$ cat config.mk
export PLATFORM = sky130hd
export DESIGN_NAME = serial_frame_rx
export DESIGN_NICKNAME = d
export VERILOG_FILES = /design/src/rtl/serial_frame_rx.sv
export SDC_FILE = /design/constraint.sdc
export NUM_CORES = 1
export LEC_CHECK = 0
export ABC_AREA = 1
export BUFFER_PORTS_ARGS = -buffer_cell sky130_fd_sc_hd__clkbuf_2
export CAP_MARGIN = 20
export CORE_MARGIN = 10
export CORE_UTILIZATION = 41
export CTS_CLUSTER_SIZE = 10
export DETAILED_ROUTE_END_ITERATION = 10
export GPL_TIMING_DRIVEN = 0
export HOLD_SLACK_MARGIN = 0.05
export PLACE_DENSITY = 0.68
export SYNTH_ARGS = -nofsm -noshare
export SYNTH_HDL_FRONTEND = slang
export SYNTH_SLANG_ARGS = --single-unit
$ cat constraint.sdc
create_clock -name clk -period 2.3 [get_ports clk]
set_clock_uncertainty 0.15 [all_clocks]
set_input_delay 0.345 -clock clk [delete_from_list [all_inputs] [get_ports clk]]
set_output_delay 0.345 -clock clk [all_outputs]
set_load 0.05 [all_outputs]
$ cat src/rtl/serial_frame_rx.sv
module serial_frame_rx #(
  parameter logic [7:0] DEV_ADDR = 8'h46,
  parameter int NDISP = 105,
  parameter int PLEN  = 48,
  parameter int NDIR  = 2
) (
  input  logic             clk,
  input  logic             rst_n,
  input  logic             ser_en,
  input  logic             ser_clk,
  input  logic             ser_dat,
  output logic [NDISP-1:0] disp_img,
  output logic [3:0]       port_code,
  output logic             half_bias,
  output logic             seg_blank,
  output logic             low_power
);
  localparam int FLEN = PLEN + NDIR;
  localparam int CW   = $clog2(FLEN + 2);
  localparam int BW   = 36;
  localparam int LW   = NDISP - 2 * BW;

  logic [2:0] en_q, sck_q;
  logic [1:0] dat_q;
  logic [7:0] addr_sr;
  logic       addr_ok;
  logic [CW-1:0] cnt;
  logic [FLEN-1:0] frame;

  always_ff @(posedge clk or negedge rst_n)
    if (!rst_n) begin
      en_q  <= '0;
      sck_q <= '0;
      dat_q <= '0;
    end else begin
      en_q  <= {en_q[1:0], ser_en};
      sck_q <= {sck_q[1:0], ser_clk};
      dat_q <= {dat_q[0], ser_dat};
    end

  wire sck_rise = sck_q[1] & ~sck_q[2];
  wire ce_rise  = en_q[1] & ~en_q[2];
  wire ce_fall  = ~en_q[1] & en_q[2];
  wire din      = dat_q[1];

  always_ff @(posedge clk or negedge rst_n)
    if (!rst_n) begin
      addr_sr <= '0;
      addr_ok <= 1'b0;
      cnt     <= '0;
      frame   <= '0;
    end else begin
      if (sck_rise && !en_q[1]) addr_sr <= {din, addr_sr[7:1]};
      if (ce_rise) begin
        addr_ok <= (addr_sr == DEV_ADDR);
        cnt     <= '0;
      end else if (sck_rise && en_q[1]) begin
        frame <= {frame[FLEN-2:0], din};
        if (cnt != CW'(FLEN + 1)) cnt <= cnt + 1'b1;
      end
    end

  wire [1:0]      dir  = frame[1:0];
  wire [PLEN-1:0] pay  = frame[FLEN-1:NDIR];
  wire            take = ce_fall && addr_ok && (cnt == CW'(FLEN)) && (dir != 2'b11);

  always_ff @(posedge clk or negedge rst_n)
    if (!rst_n) begin
      disp_img  <= '0;
      port_code <= '0;
      half_bias <= 1'b0;
      seg_blank <= 1'b0;
      low_power <= 1'b0;
    end else if (take) begin
      case (dir)
        2'b00: begin
          for (int i = 0; i < BW; i++) disp_img[i] <= pay[PLEN-1-i];
          port_code <= {pay[PLEN-40], pay[PLEN-41], pay[PLEN-42], pay[PLEN-43]};
          half_bias <= pay[PLEN-44];
          seg_blank <= pay[PLEN-45];
          low_power <= pay[PLEN-46];
        end
        2'b01: for (int i = 0; i < BW; i++) disp_img[BW+i] <= pay[PLEN-1-i];
        default: for (int i = 0; i < LW; i++) disp_img[2*BW+i] <= pay[PLEN-1-i];
      endcase
    end

  wire [NDISP+6:0] outs = {disp_img, port_code, half_bias, seg_blank, low_power};

  assert_hold_R9: assert property (@(posedge clk) disable iff (!rst_n)
    !ce_fall |=> $stable(outs));
  assert_bad_addr_R2: assert property (@(posedge clk) disable iff (!rst_n)
    (ce_fall && !addr_ok) |=> $stable(outs));
  assert_bad_dir_R6: assert property (@(posedge clk) disable iff (!rst_n)
    (ce_fall && dir == 2'b11) |=> $stable(outs));
  assert_bad_count_R7: assert property (@(posedge clk) disable iff (!rst_n)
    (ce_fall && cnt != CW'(FLEN)) |=> $stable(outs));
  assert_last_bank_R5: assert property (@(posedge clk) disable iff (!rst_n)
    (ce_fall && dir == 2'b10) |=> $stable(disp_img[2*BW-1:0]));
  assert_cnt_bound_R7: assert property (@(posedge clk) disable iff (!rst_n)
    cnt <= CW'(FLEN + 1));
endmodule

Yosys cells after proc, flatten, opt, wreduce, memory -nomap -nowiden
Cells that the tools add are included.
{ "totals": {"output_inout_bits": 112, "wordCells": 46, "regBits": 185, "inputBits": 5} }
{ "classes": {"reduce_logical": 15, "n_bitwise": 8, "add_sub_neg": 1, "muxes": 3, "n_eq_ne": 5} }
{ "op_table": {"columns": ["operator", "n"], "rows": [
  ["two-way mux 6 bit", 3],
  ["AND reduction 2 bit", 5],
  ["== test 8 x 7 -> 1 bit (second input constant)", 1],
  ["adder 6 x 1 -> 6 bit (second input constant)", 1],
  ["== test 6 bit (second input constant)", 1],
  ["inequality test 6 bit (second input constant)", 1],
  ["logical AND 1 bit", 5],
  ["inverter 1 bit", 5],
  ["nonzero test 2 bit", 2],
  ["AND 1 bit", 3],
  ["== test 2 x 1 -> 1 bit (second input constant)", 1],
  ["zero test 2 bit", 1],
  ["inequality test 2 bit (second input constant)", 1],
  ["OR reduction 2 bit", 1],
  ["zero test 1 bit", 1]
]} }

Longest topological paths before layout
Gate-level depths: netlist of the first run.
{ "logic_depth": {"ltp_word": 6, "mapped_depth": 10, "ltp_nobuf": 9} }

Worst setup path after synthesis of the first run
OpenSTA, ideal clock, no wires.
{ "synth_path": {"kind": "register to register", "start": "register cnt[0]", "end": "register disp_img[41]", "required_ps": 2031, "setup_slack_ps": 631, "synth_period_minus_slack_ps": 1669, "setup_time_ps": 119, "path_stages_with_launch": 11, "arrival_ps": 1400, "path_buffers": 1, "path_cell_list": "dfrtp_1 inv_1 ha_1 nand2_1 nor2_1 nand2_1 nor2_4 nand2_1 buf_2 nand2_1 nand2_1"} }
{ "synth_between": {"elab_chain_cells": 4} }
{ "synth_lines": {"columns": ["item", "line", "source"], "rows": [
  ["from (decl)", "27", "logic [CW-1:0] cnt;"],
  ["from (signal assigned)", "59", "if (cnt != CW'(FLEN + 1)) cnt <= cnt + 1'b1;"],
  ["== test 6 bit", "65", "wire take = ce_fall && addr_ok && (cnt == CW'(FLEN)) && (dir != 2'b11);"],
  ["logical AND 1 bit (2 in series)", "65", null],
  ["AND reduction 2 bit (no source line)", null, null],
  ["to (signal assigned)", "69", "disp_img <= '0;"],
  ["to (decl)", "12", "output logic [NDISP-1:0] disp_img,"]
]} }
No other way between the ends.
A chain may end at the register's enable or synchronous reset.

Worst setup path in the final report of the first run
{ "layout_path": {"start": "register cnt[0]", "end": "register disp_img[102]"} }
Same word-level chain as after synthesis.

==> results.rst, run 1 <==
.. list-table::
   :header-rows: 1

   * - Metric
     - Value
   * - Warnings, synthesis
     - 0
   * - Std-Cell Core Area
     - 17420 µm²
   * - Max-slew violation total from the final report
     - 0
   * - Critical Path Source
     - cnt[0]
   * - Number of global-route vias before repair
     - 5826
   * - Number of filler cells placed in the layout
     - 1662
   * - Most area-hungry cell type in the Yosys netlist
     - dfrtp_1
   * - Arrival time at the worst endpoint
     - 2.29 ns
   * - Count of clock tree sinks
     - approximately 190
   * - Clock insertion delay at the later pin of the skew report
     - 0.43 ns
   * - Count of maximum capacitance violations
     - 0
   * - Ratio of total power to cell area
     - roughly 800 nW/µm²
   * - Placed inst area
     - 8214 µm²
   * - Clock network fraction of design power
     - 0.443
   * - Port Buf Inserts
     - ~120
   * - Utilization of the core after routing
     - 0.5114
   * - Launch instance of the worst min-delay path
     - dat_q[0]
   * - Top cells by area in the synthesized netlist
     - dfrtp_1 63%, nand2_1 18%, nand3_1 11%, buf_2 1.2%, clkbuf_1 1.2%
   * - Gate count of the mapped netlist
     - around 810
   * - First drt pass iteration count
     - 5
   * - Flop pwr share
     - 0.491
   * - Required time at the endpoint of the critical path
     - 2.47 ns
   * - Chip width
     - between 150 and 200 µm
   * - Buffers inserted during post-CTS setup optimization
     - 0
   * - Worst hold path class
     - reg2reg
   * - Total vias in the final route
     - 5979
   * - Max-slew headroom at the worst pin
     - 0.5313
   * - Crit Path Class
     - reg2reg
   * - Post-route clock period utilization
     - 0.9192
   * - Die area
     - roughly 24000 µm²
   * - Number of placement rows
     - between 40 and 50
   * - WL/cell
     - 15.98 µm
   * - Worst supply voltage drop on vdd
     - 0.0005504 V
   * - H-tree depth reported by CTS
     - 4
   * - Start of the worst register-to-register path
     - cnt[0]
   * - Net count of the mapped netlist
     - 818
   * - Avg Inst Size Synth
     - 9.021 µm²
   * - Violation count after the first detailed-routing iteration
     - 580
   * - Number of diodes added for antenna fixing
     - 0
   * - Biggest fanout along the worst timing path
     - 10
   * - Fraction of power spent switching nets
     - 0.2479
   * - Number of vias per cell after detailed routing
     - about 5
   * - Pin count of the biggest net entering global routing
     - 100
   * - Fraction of power consumed by combinational cells
     - 0.067
   * - Sequential share of the synthesized area
     - 0.6328
   * - Count of distinct cell types in the synthesized netlist
     - 21
   * - Layout Cell Area excl Fill
     - 8906 µm²
   * - Die span in y
     - 153.6 µm
   * - Deepest clock path buffer count
     - 2
   * - Setup repair after global routing missed its margin
     - false
   * - Flip-flop and latch count after synthesis
     - 185
   * - Routed Antenna Nets
     - 0
   * - Startpoint types
     - flop
   * - Measured slew at the worst slew-check pin
     - 0.7031 ns
   * - Clock tree from TritonCTS
     - built
   * - Tmin final
     - 2.114 ns
   * - Post-synth top area share
     - 0.6328
   * - Post-synthesis instance area
     - 7316 µm²
   * - Detailed-route DRC error count
     - 0
   * - Layout cells sized above 1
     - 0.1898
   * - GRT Resource Usage Total
     - 0.1619
   * - Reported leakage power
     - 5.122 nW
   * - Effective utilization at floorplan
     - 0.4200
   * - RePlAce Congestion
     - 0.8310
   * - Internal power
     - 0.005383 W
   * - Number of setup violations in the final report
     - 0
   * - Number of nets at the end of the flow
     - between 900 and 1000
   * - Crit path capture type
     - flop
   * - Total routed wirelength
     - 19000 µm
   * - Top achievable clock speed
     - 473.0 MHz
   * - Clock root buffer
     - clkbuf_16
   * - Dpl hpwl
     - 12900 µm
   * - I/O Pins
     - 117
   * - Total congestion overflow after global routing
     - 0
   * - Signed area change from the synthesized netlist to the final layout
     - 21.74%
   * - Number of antenna violations at the first check in global routing
     - 0
   * - Status
     - finished clean
   * - Number of hold-slack violations in the final timing report
     - 0
   * - Reported net switching power
     - around 0.0018 W
   * - CTS buffer count
     - 17
   * - Global-route wire length before repair
     - 31330 µm
   * - Clock input transition at the sequential cells of the worst setup and hold paths
     - around 0.070 ns
-- metrics by stage --
| step | setup WS (ns) | total power [W] | cells | hold WS, ns | setup TNS (ns) |
|---|---|---|---|---|---|
| 3_5_place_dp | 0.1726 | 0.004043 | 1153 | 0.1958 | 0 |
| 6_report | 0.1859 | 0.007157 | 1189 | 0.2105 | 0 |
| 2_1_floorplan | 0.6310 | 0.003814 | 811 | -0.1006 | 0 |
| 4_1_cts | 0.1433 | 0.007208 | 1189 | 0.2122 | 0 |
| 3_3_place_gp | -2.746 | 0.004023 | 1152 | 0.1838 | -504.86 |
| 5_1_grt | 0.0002136 | 0.007436 | 1189 | 0.2180 | 0 |
-- layer usage --
metal,wire length (µm),vias to the layer above,track usage,share of wire
li1,-,2874,-,-
met1,8304,2890,0.2051,0.44
met2,8982,196,0.2550,0.47
met3,1414,19,0.05579,0.074
met4,299,0,0.05083,0.016
met5,0,-,0,0
-- final cells by class --
type,instances,area [µm²],share of cell area
flip-flops and latches,185,4629,0.5198
multi-input cells,557,2377,0.2669
repair buffers,121,656.9,0.07376
clock buffers,20,456.7,0.05128
well taps,225,281.5,0.03161
plain buffers,50,244.0,0.02740
clock inverters,12,188.9,0.02121
inverters,19,71.32,0.008008
-- repair_timing --
item | CTS | global route
hold endpoints to repair | 89 | 0
gates resized for setup | 0 | 7
hold buffers | 4 | 0
setup endpoints to repair | 0 | 29
-- cell usage in the layout, fill, tap and decap left out, types with 2 or more instances in the layout --
master / n
clkbuf_16: 17
nor2_1: 11
dfrtp_1: 185
ha_1: 2
clkbuf_1: 22
clkbuf_8: 3
buf_2: 18
dlygate4sd3_1: 4
nand3_1: 167
xor2_1: 3
inv_6: 2
clkbuf_2: 118
a21oi_1: 5
buf_4: 8
o21ai_0: 10
inv_1: 15
bufinv_16: 4
clkinv_4: 5
inv_2: 3
nand2_1: 351
-- flip-flops by register name, indices dropped and copies added (netlist names) --
register and flops:
cnt 6, addr_ok 1, disp_img 105, en_q 3, sck_q 3, low_power 1
addr_sr 8, dat_q 2, half_bias 1, frame 50, port_code 4, seg_blank 1
-- synth_stat cells (all sizes together) --
cell type    n
nand2      352
dfrtp      185
nand3      167
buf         26
clkbuf      24
inv         18
nor2        13
o21ai       10
a21oi        5
xor2         3
ha           2
clkinv       1
nand3b       1
nand4        1
nor3         1
nor4         1
o21bai       1
-- kinds of logic (layout without fill, tap and decap cells) --
logic type	Yosys count	count (layout)	share of synthesized area
and+or+nand+nor	536	536	0.3063
adders and majority gates	2	2	0.003420
buffers and inverters	69	222	0.04259
DFF	185	185	0.6328
xor gates and xnor gates	3	3	0.003592
AOI/OAI and AO/OA	16	16	0.01129
-- final timing paths --
| path | to | slack (ns) | cells past startpoint |
|---|---|---|---|
| max in group asynchronous | disp_img[64] | 0.71 | 3 |
| setup reg to reg | disp_img[102] | 0.19 | 10 |
| hold / removal | dat_q[1] | 0.21 | 0 |
| min in group asynchronous | disp_img[46] | 0.37 | 2 |
| setup / recovery | disp_img[102] | 0.19 | 10 |
| hold reg to reg | dat_q[1] | 0.21 | 0 |
-- power groups by stage --
stage	Sequential, W	Clock (W)	Combinational [W]
2_1_floorplan	0.00353	0	0.000282
3_3_place_gp	0.00357	0	0.000455
3_5_place_dp	0.00357	0	0.000475
4_1_cts	0.00351	0.00322	0.000483
5_1_grt	0.00353	0.00336	0.000548
6_report	0.00351	0.00317	0.000477
-- critical path, stage by stage, from the launching register on --
cell and delay (ns):
dfrtp_1 0.42, inv_1 0.09, ha_1 0.15, nand2_1 0.05, nor2_1 0.12, nand2_1 0.10
nor2_4 0.20, nand2_1 0.28, clkbuf_2 0.29, nand2_1 0.10, nand2_1 0.05
No activity file was read; power rests on OpenSTA's default activity.
==> inputs of run 2 (changes only) <==
CTS_BUF_LIST = sky130_fd_sc_hd__clkbuf_16   (was not set)
SKIP_LAST_GASP = 1   (was not set)
==> run 2 against run 1 <==
Combinational power hardly changed. Wire length is 0.38% lower. Non-clock buffer count stayed put. Maximum frequency hardly changed. Critical endpoint is now disp_img[90]. Worst hold slack worse by 0.0015 ns. Largest power group unchanged.
==> results.rst, run 2 (synthesis results as in run 1) <==
.. list-table::
   :header-rows: 1

   * - Metric
     - Value
   * - Status
     - finished clean
   * - Dpl hpwl
     - 12900 µm
   * - Number of diodes added for antenna fixing
     - 0
   * - Startpoint types
     - flop
   * - Buffers inserted during post-CTS setup optimization
     - 0
   * - Ratio of total power to cell area
     - between 700 and 800 nW/µm²
   * - Max-slew headroom at the worst pin
     - 0.5333
   * - Deepest clock path buffer count
     - 2
   * - Chip width
     - 153.6 µm
   * - Number of antenna violations at the first check in global routing
     - 0
   * - Post-route clock period utilization
     - 0.9188
   * - H-tree depth reported by CTS
     - 4
   * - Layout cells sized above 1
     - 0.1878
   * - Clock input transition at the sequential cells of the worst setup and hold paths
     - 0.07 ns
   * - Clock tree from TritonCTS
     - built
   * - Largest registers in the final layout
     - disp_img: 105 flops, frame: 50 flops, addr_sr: 8 flops
   * - Detailed-route DRC error count
     - 0
   * - Layout Cell Area excl Fill
     - around 9000 µm²
   * - Leading cell types in the layout, fill and taps excluded
     - 351 x nand2_1, 185 x dfrtp_1, 167 x nand3_1
   * - Die area
     - roughly 24000 µm²
   * - Total vias in the final route
     - around 5900
   * - Effective utilization at floorplan
     - 0.4200
   * - Std-Cell Core Area
     - 17420 µm²
   * - Number of vias per cell after detailed routing
     - 4.991
   * - Arrival time at the worst endpoint
     - around 2.3 ns
   * - Die span in y
     - 153.6 µm
   * - Crit Path Class
     - reg2reg
   * - Number of placement rows
     - 48
   * - Register area
     - ~4600 µm²
   * - Reported leakage power
     - 5.115 nW
   * - CTS buffer count
     - 17
   * - Measured slew at the worst slew-check pin
     - approximately 0.7 ns
   * - Clock root buffer
     - clkbuf_16
   * - Area used by multi-input combinational logic
     - 2377 µm²
   * - RePlAce Congestion
     - 0.8310
   * - Pin count of the biggest net entering global routing
     - 100
   * - Utilization of the core after routing
     - 0.5102
   * - Required time at the endpoint of the critical path
     - 2.47 ns
   * - Tmin final
     - 2.113 ns
   * - Register with the highest flop count
     - disp_img
   * - GRT Resource Usage Total
     - 0.1620
   * - Count of clock tree sinks
     - approximately 190
   * - Count of maximum capacitance violations
     - 0
   * - Flip-flop count of the largest register after layout
     - 105
   * - Most common cell after layout, fill and taps aside
     - nand2_1
   * - Signed area change from the synthesized netlist to the final layout
     - 21.46%
   * - Routed Antenna Nets
     - 0
   * - Max-slew violation total from the final report
     - 0
   * - Placed inst area
     - ~8200 µm²
   * - Number of global-route vias before repair
     - 5828
   * - Number of setup violations in the final report
     - 0
   * - Crit path capture type
     - flop
   * - Top achievable clock speed
     - 473.2 MHz
   * - Total congestion overflow after global routing
     - 0
   * - Number of filler cells placed in the layout
     - 1664
   * - First drt pass iteration count
     - 5
   * - Number of hold-slack violations in the final timing report
     - 0
   * - Clock insertion delay at the later pin of the skew report
     - ~0.43 ns
   * - Total routed wirelength
     - 18930 µm
   * - Violation count after the first detailed-routing iteration
     - 459
   * - Worst hold path class
     - reg2reg
   * - Number of nets at the end of the flow
     - about 960
   * - I/O Pins
     - 117
   * - Worst supply voltage drop on vdd
     - 0.0005479 V
   * - Port Buf Inserts
     - 116
   * - Biggest fanout along the worst timing path
     - 10
   * - Global-route wire length before repair
     - 31410 µm
   * - WL/cell
     - 15.92 µm
[run 2: changes by cell type in the layout (fill, tap and decap cells not counted)]
| cell | previous run | this run |
|---|---|---|
| clkinv_1 | 1 | 3 |
| clkbuf_1 | 22 | 21 |
| clkbuf_8 | 3 | 1 |
| inv_1 | 15 | 16 |
[run 2: power by group]
part | switching [W] | total [W] | internal [W]
registers | 0.000129 | 0.00351 | 0.00338
clock network | 0.00127 | 0.00309 | 0.00182
logic | 0.000369 | 0.000475 | 0.000106
total | 0.00177 | 0.00708 | 0.00531
[run 2: through the flow]
stage | std cells | total power [W] | setup slack [ns] | hold WS [ns] | setup TNS (ns)
2_1_floorplan | 811 | 0.003814 | 0.6310 | -0.1006 | 0
4_1_cts | 1189 | 0.007132 | 0.1433 | 0.2122 | 0
5_1_grt | 1189 | 0.007361 | -0.0006497 | 0.2181 | -0.0006497
3_3_place_gp | 1152 | 0.004023 | -2.746 | 0.1838 | -504.86
3_5_place_dp | 1153 | 0.004043 | 0.1726 | 0.1958 | 0
6_report | 1189 | 0.007081 | 0.1869 | 0.2090 | 0
[run 2: critical path, stage by stage (launching register included)]
cell and delay, ns:
dfrtp_1 0.42, inv_1 0.09, ha_1 0.15, nand2_1 0.05, nor2_1 0.12, nand2_1 0.10, nor2_4 0.20, nand2_1 0.28
clkbuf_2 0.29, nand2_1 0.10, nand2_1 0.05
[run 2: layer usage]
metal,wire (µm),track usage,share of wire
met1,8241,0.2058,0.44
met2,9031,0.2546,0.48
met3,1395,0.05579,0.074
met4,259,0.05083,0.014
met5,0,0,0
[run 2: layout make-up]
type	count	share of cell area
buffer	50	0.02746
clock buffer	17	0.04787
clock inverter	15	0.02253
inverter	19	0.008026
multi-input combinational	557	0.2675
sequential	185	0.5210
tap	225	0.03168
timing repair buffer	121	0.07392
[run 2: repair_timing]
| action | in CTS | in global routing |
|---|---|---|
| endpoints found under the hold margin | 89 | 0 |
| gates resized for setup | 0 | 7 |
| endpoints found under the setup margin | 0 | 29 |
| hold buffers | 4 | 0 |
[run 2: final timing paths]
check	from	end	slack, ns	cells after the start
max	cnt[0]	disp_img[90]	0.19	10
min	en_q[0]	en_q[1]	0.21	0
max reg2reg	cnt[0]	disp_img[90]	0.19	10
min reg2reg	en_q[0]	en_q[1]	0.21	0
max in group asynchronous	rst_n	disp_img[64]	0.71	3
min in group asynchronous	rst_n	disp_img[46]	0.37	2
==> inputs of run 3 (changes only) <==
REMOVE_ABC_BUFFERS = 1   (was not set)
==> run 3 against run 2 <==
Register-to-register slack got worse by 0.09 ns. Non-clock buffer count down 35. Maximum frequency is 3.9% lower. Sequential share of layout area is 0.59 points lower. Clock-buffer cell count stayed put. Worst setup slack got worse by 0.085 ns. Design area grew 1.2%. Sequential cell count stayed put. Clock power about the same. Wire length up 0.97%. Sequential power is 1% higher. Largest power group unchanged.
==> results.rst, run 3 (synthesis results as in run 1) <==
.. list-table::
   :header-rows: 1

   * - Metric
     - Value
   * - CTS buffer count
     - 17
   * - Number of diodes added for antenna fixing
     - 0
   * - Power, Total
     - roughly 0.007 W
   * - Reported net switching power
     - 0.001871 W
   * - Tmin final
     - 2.198 ns
   * - Max-slew violation total from the final report
     - 0
   * - WL/cell
     - approximately 17 µm
   * - Reg2reg path depth
     - 11
   * - Count of clock tree sinks
     - 185
   * - Std-Cell Core Area
     - 17420 µm²
   * - Worst supply voltage drop on vdd
     - just over 0.0005 V
   * - Fraction of power consumed by combinational cells
     - 0.074
   * - Layout cells sized above 1
     - 0.1903
   * - Measured slew at the worst slew-check pin
     - 0.8674 ns
   * - Pin count of the biggest net entering global routing
     - approximately 110
   * - Number of hold-slack violations in the final timing report
     - 0
   * - Register with the highest flop count
     - disp_img
   * - Number of setup violations in the final report
     - 0
   * - Most common cell after layout, fill and taps aside
     - nand2_1
   * - Reported leakage power
     - 5.144 nW
   * - Top achievable clock speed
     - ~450 MHz
   * - GRT Resource Usage Total
     - 0.1606
   * - Ratio of total power to cell area
     - about 790 nW/µm²
   * - Dpl hpwl
     - 11300 µm
   * - Detailed-route DRC error count
     - 0
   * - Global-route wire length before repair
     - 30970 µm
   * - Count of maximum capacitance violations
     - 0
   * - First drt pass iteration count
     - 4
   * - Crit path capture type
     - flop
   * - Max-slew headroom at the worst pin
     - 0.4217
   * - Clock insertion delay at the later pin of the skew report
     - 0.43 ns
   * - Reg-to-reg slack, setup
     - a little over 0.1 ns
   * - Largest registers in the final layout
     - disp_img: 105 flops, frame: 50 flops, addr_sr: 8 flops
   * - Post-route clock period utilization
     - 0.9558
   * - Clock tree from TritonCTS
     - built
   * - Flop pwr share
     - 0.497
   * - H-tree depth reported by CTS
     - 4
   * - Number of vias per cell after detailed routing
     - 4.906
   * - Required time at the endpoint of the critical path
     - 2.46 ns
   * - Flip-flop count of the largest register after layout
     - 105
   * - I/O Pins
     - around 120
   * - Biggest fanout along the worst timing path
     - 31
   * - Clock network fraction of design power
     - 0.429
   * - Die area
     - between 20000 and 25000 µm²
   * - Clock input transition at the sequential cells of the worst setup and hold paths
     - 0.07 ns
   * - RePlAce Congestion
     - 0.7538
   * - Start of the worst register-to-register path
     - cnt[0]
   * - Hold Crit Depth
     - 0
   * - Total vias in the final route
     - 5667
   * - Clock root buffer
     - clkbuf_16
   * - Worst hold path class
     - reg2reg
   * - Leading cell types in the layout, fill and taps excluded
     - 346 x nand2_1, 184 x dfrtp_1, 167 x nand3_1
   * - Launch instance of the worst min-delay path
     - dat_q[0]
   * - Startpoint types
     - flop
   * - Total congestion overflow after global routing
     - 0
   * - Reg2Reg Capture Point
     - disp_img[74]
   * - Violation count after the first detailed-routing iteration
     - between 300 and 400
   * - Number of nets at the end of the flow
     - 924
   * - Number of global-route vias before repair
     - 5541
   * - Crit Path Class
     - reg2reg
   * - Utilization of the core after routing
     - 0.5165
   * - Effective utilization at floorplan
     - 0.4200
   * - Number of placement rows
     - 48
   * - Fraction of power spent switching nets
     - 0.2616
   * - Worst hold path endpoint
     - dat_q[1]
   * - Deepest clock path buffer count
     - 2
   * - Arrival time at the worst endpoint
     - ~2.4 ns
   * - Signed area change from the synthesized netlist to the final layout
     - 22.95%
   * - Setup repair after global routing missed its margin
     - true
   * - Status
     - finished clean
   * - Total routed wirelength
     - 19110 µm
   * - Port Buf Inserts
     - 116
   * - Internal power
     - 0.005280 W
   * - Die span in y
     - around 150 µm
   * - Routed Antenna Nets
     - 0
   * - Chip width
     - 153.6 µm
   * - Number of antenna violations at the first check in global routing
     - 0
==> run 3: cell types whose count changed in the layout (fill, tap and decap cells not counted), moves of 2 or more <==
cell      before  now
buf_12         0    6
buf_16         1    6
buf_2         18    0
buf_4          8    2
clkbuf_1      21    0
clkbuf_2     118  115
clkinv_4       5    2
inv_6          2    5
inv_8          0    2
nand2_1      351  346
nand2_2        1    3
nand2_4        0    3
nor2_4         1    3
==> run 3: what timing repair did <==
| item | 4_1_cts | 5_1_grt |
|---|---|---|
| hold buffers | 4 | 0 |
| gates resized for setup | 5 | 4 |
| hold endpoints to repair | 109 | 0 |
| pin swaps | 2 | 2 |
| gates cloned | 1 | 1 |
| buffers inserted | 4 | 1 |
| setup endpoints to repair | 148 | 125 |
==> run 3: worst max-delay path by stage <==
stage               slack (ns)     start      endpoint  depth (start not counted)
floorplan                -1.49  frame[1]   disp_img[0]                          4
global placement         -4.69  frame[1]  disp_img[12]                          4
detailed placement       -0.70  frame[1]  disp_img[78]                          8
CTS                      -0.12    cnt[0]  disp_img[80]                         11
global route             -0.03    cnt[0]  disp_img[80]                         11
finish                    0.10    cnt[0]  disp_img[74]                         11
==> run 3: metrics by stage <==
stage          setup slack, ns  area (µm²)  cells  setup TNS (ns)  hold WS, ns
2_1_floorplan           -1.493        7076    761         -151.34      -0.1006
3_3_place_gp            -4.690        7938   1102        -1006.83       0.1825
3_5_place_dp           -0.7043        8208   1112          -65.20       0.1847
4_1_cts                -0.1235        8949   1153          -2.417       0.2015
5_1_grt               -0.03271        8995   1155         -0.2385       0.2091
6_report                0.1017        8995   1155               0       0.1989
==> run 3: layout make-up <==
class | instances | area (µm²)
Fill cell | 1651 | 8422
Clock buffer | 17 | 425.4
Multi-Input combinational cell | 558 | 2424
Sequential cell | 185 | 4633
Tap cell | 225 | 281.5
Timing Repair Buffer | 136 | 965.9
Clock inverter | 15 | 188.9
Inverter | 19 | 76.32
==> run 3: critical path: stages (launching register included) <==
cell,delay [ns]
dfrtp_1,0.42
inv_1,0.10
ha_1,0.16
nand2_1,0.06
nor2_1,0.13
nand2_2,0.14
nor2_4,0.20
buf_16,0.20
nand2_4,0.16
buf_16,0.22
nand2_1,0.07
nand2_1,0.05
==> run 3: power by group through the flow <==
stage               clock (W)  sequential [W]  combinational, W
finish                0.00307         0.00355          0.000530
global route          0.00329         0.00357          0.000593
CTS                   0.00314         0.00355          0.000535
detailed placement          0         0.00363          0.000465
global placement            0         0.00362          0.000394
floorplan                   0         0.00356          0.000220
==> run 3: metal layers <==
metal  part of all wire  wire [µm]  global-route usage  vias up
li1                   -          -                   -     2801
met1               0.45       8643              0.2115     2722
met3              0.057       1095             0.04770        7
met5                  0          0                   0        -
met2               0.49       9304              0.2572      137
met4             0.0035         66             0.03284        0
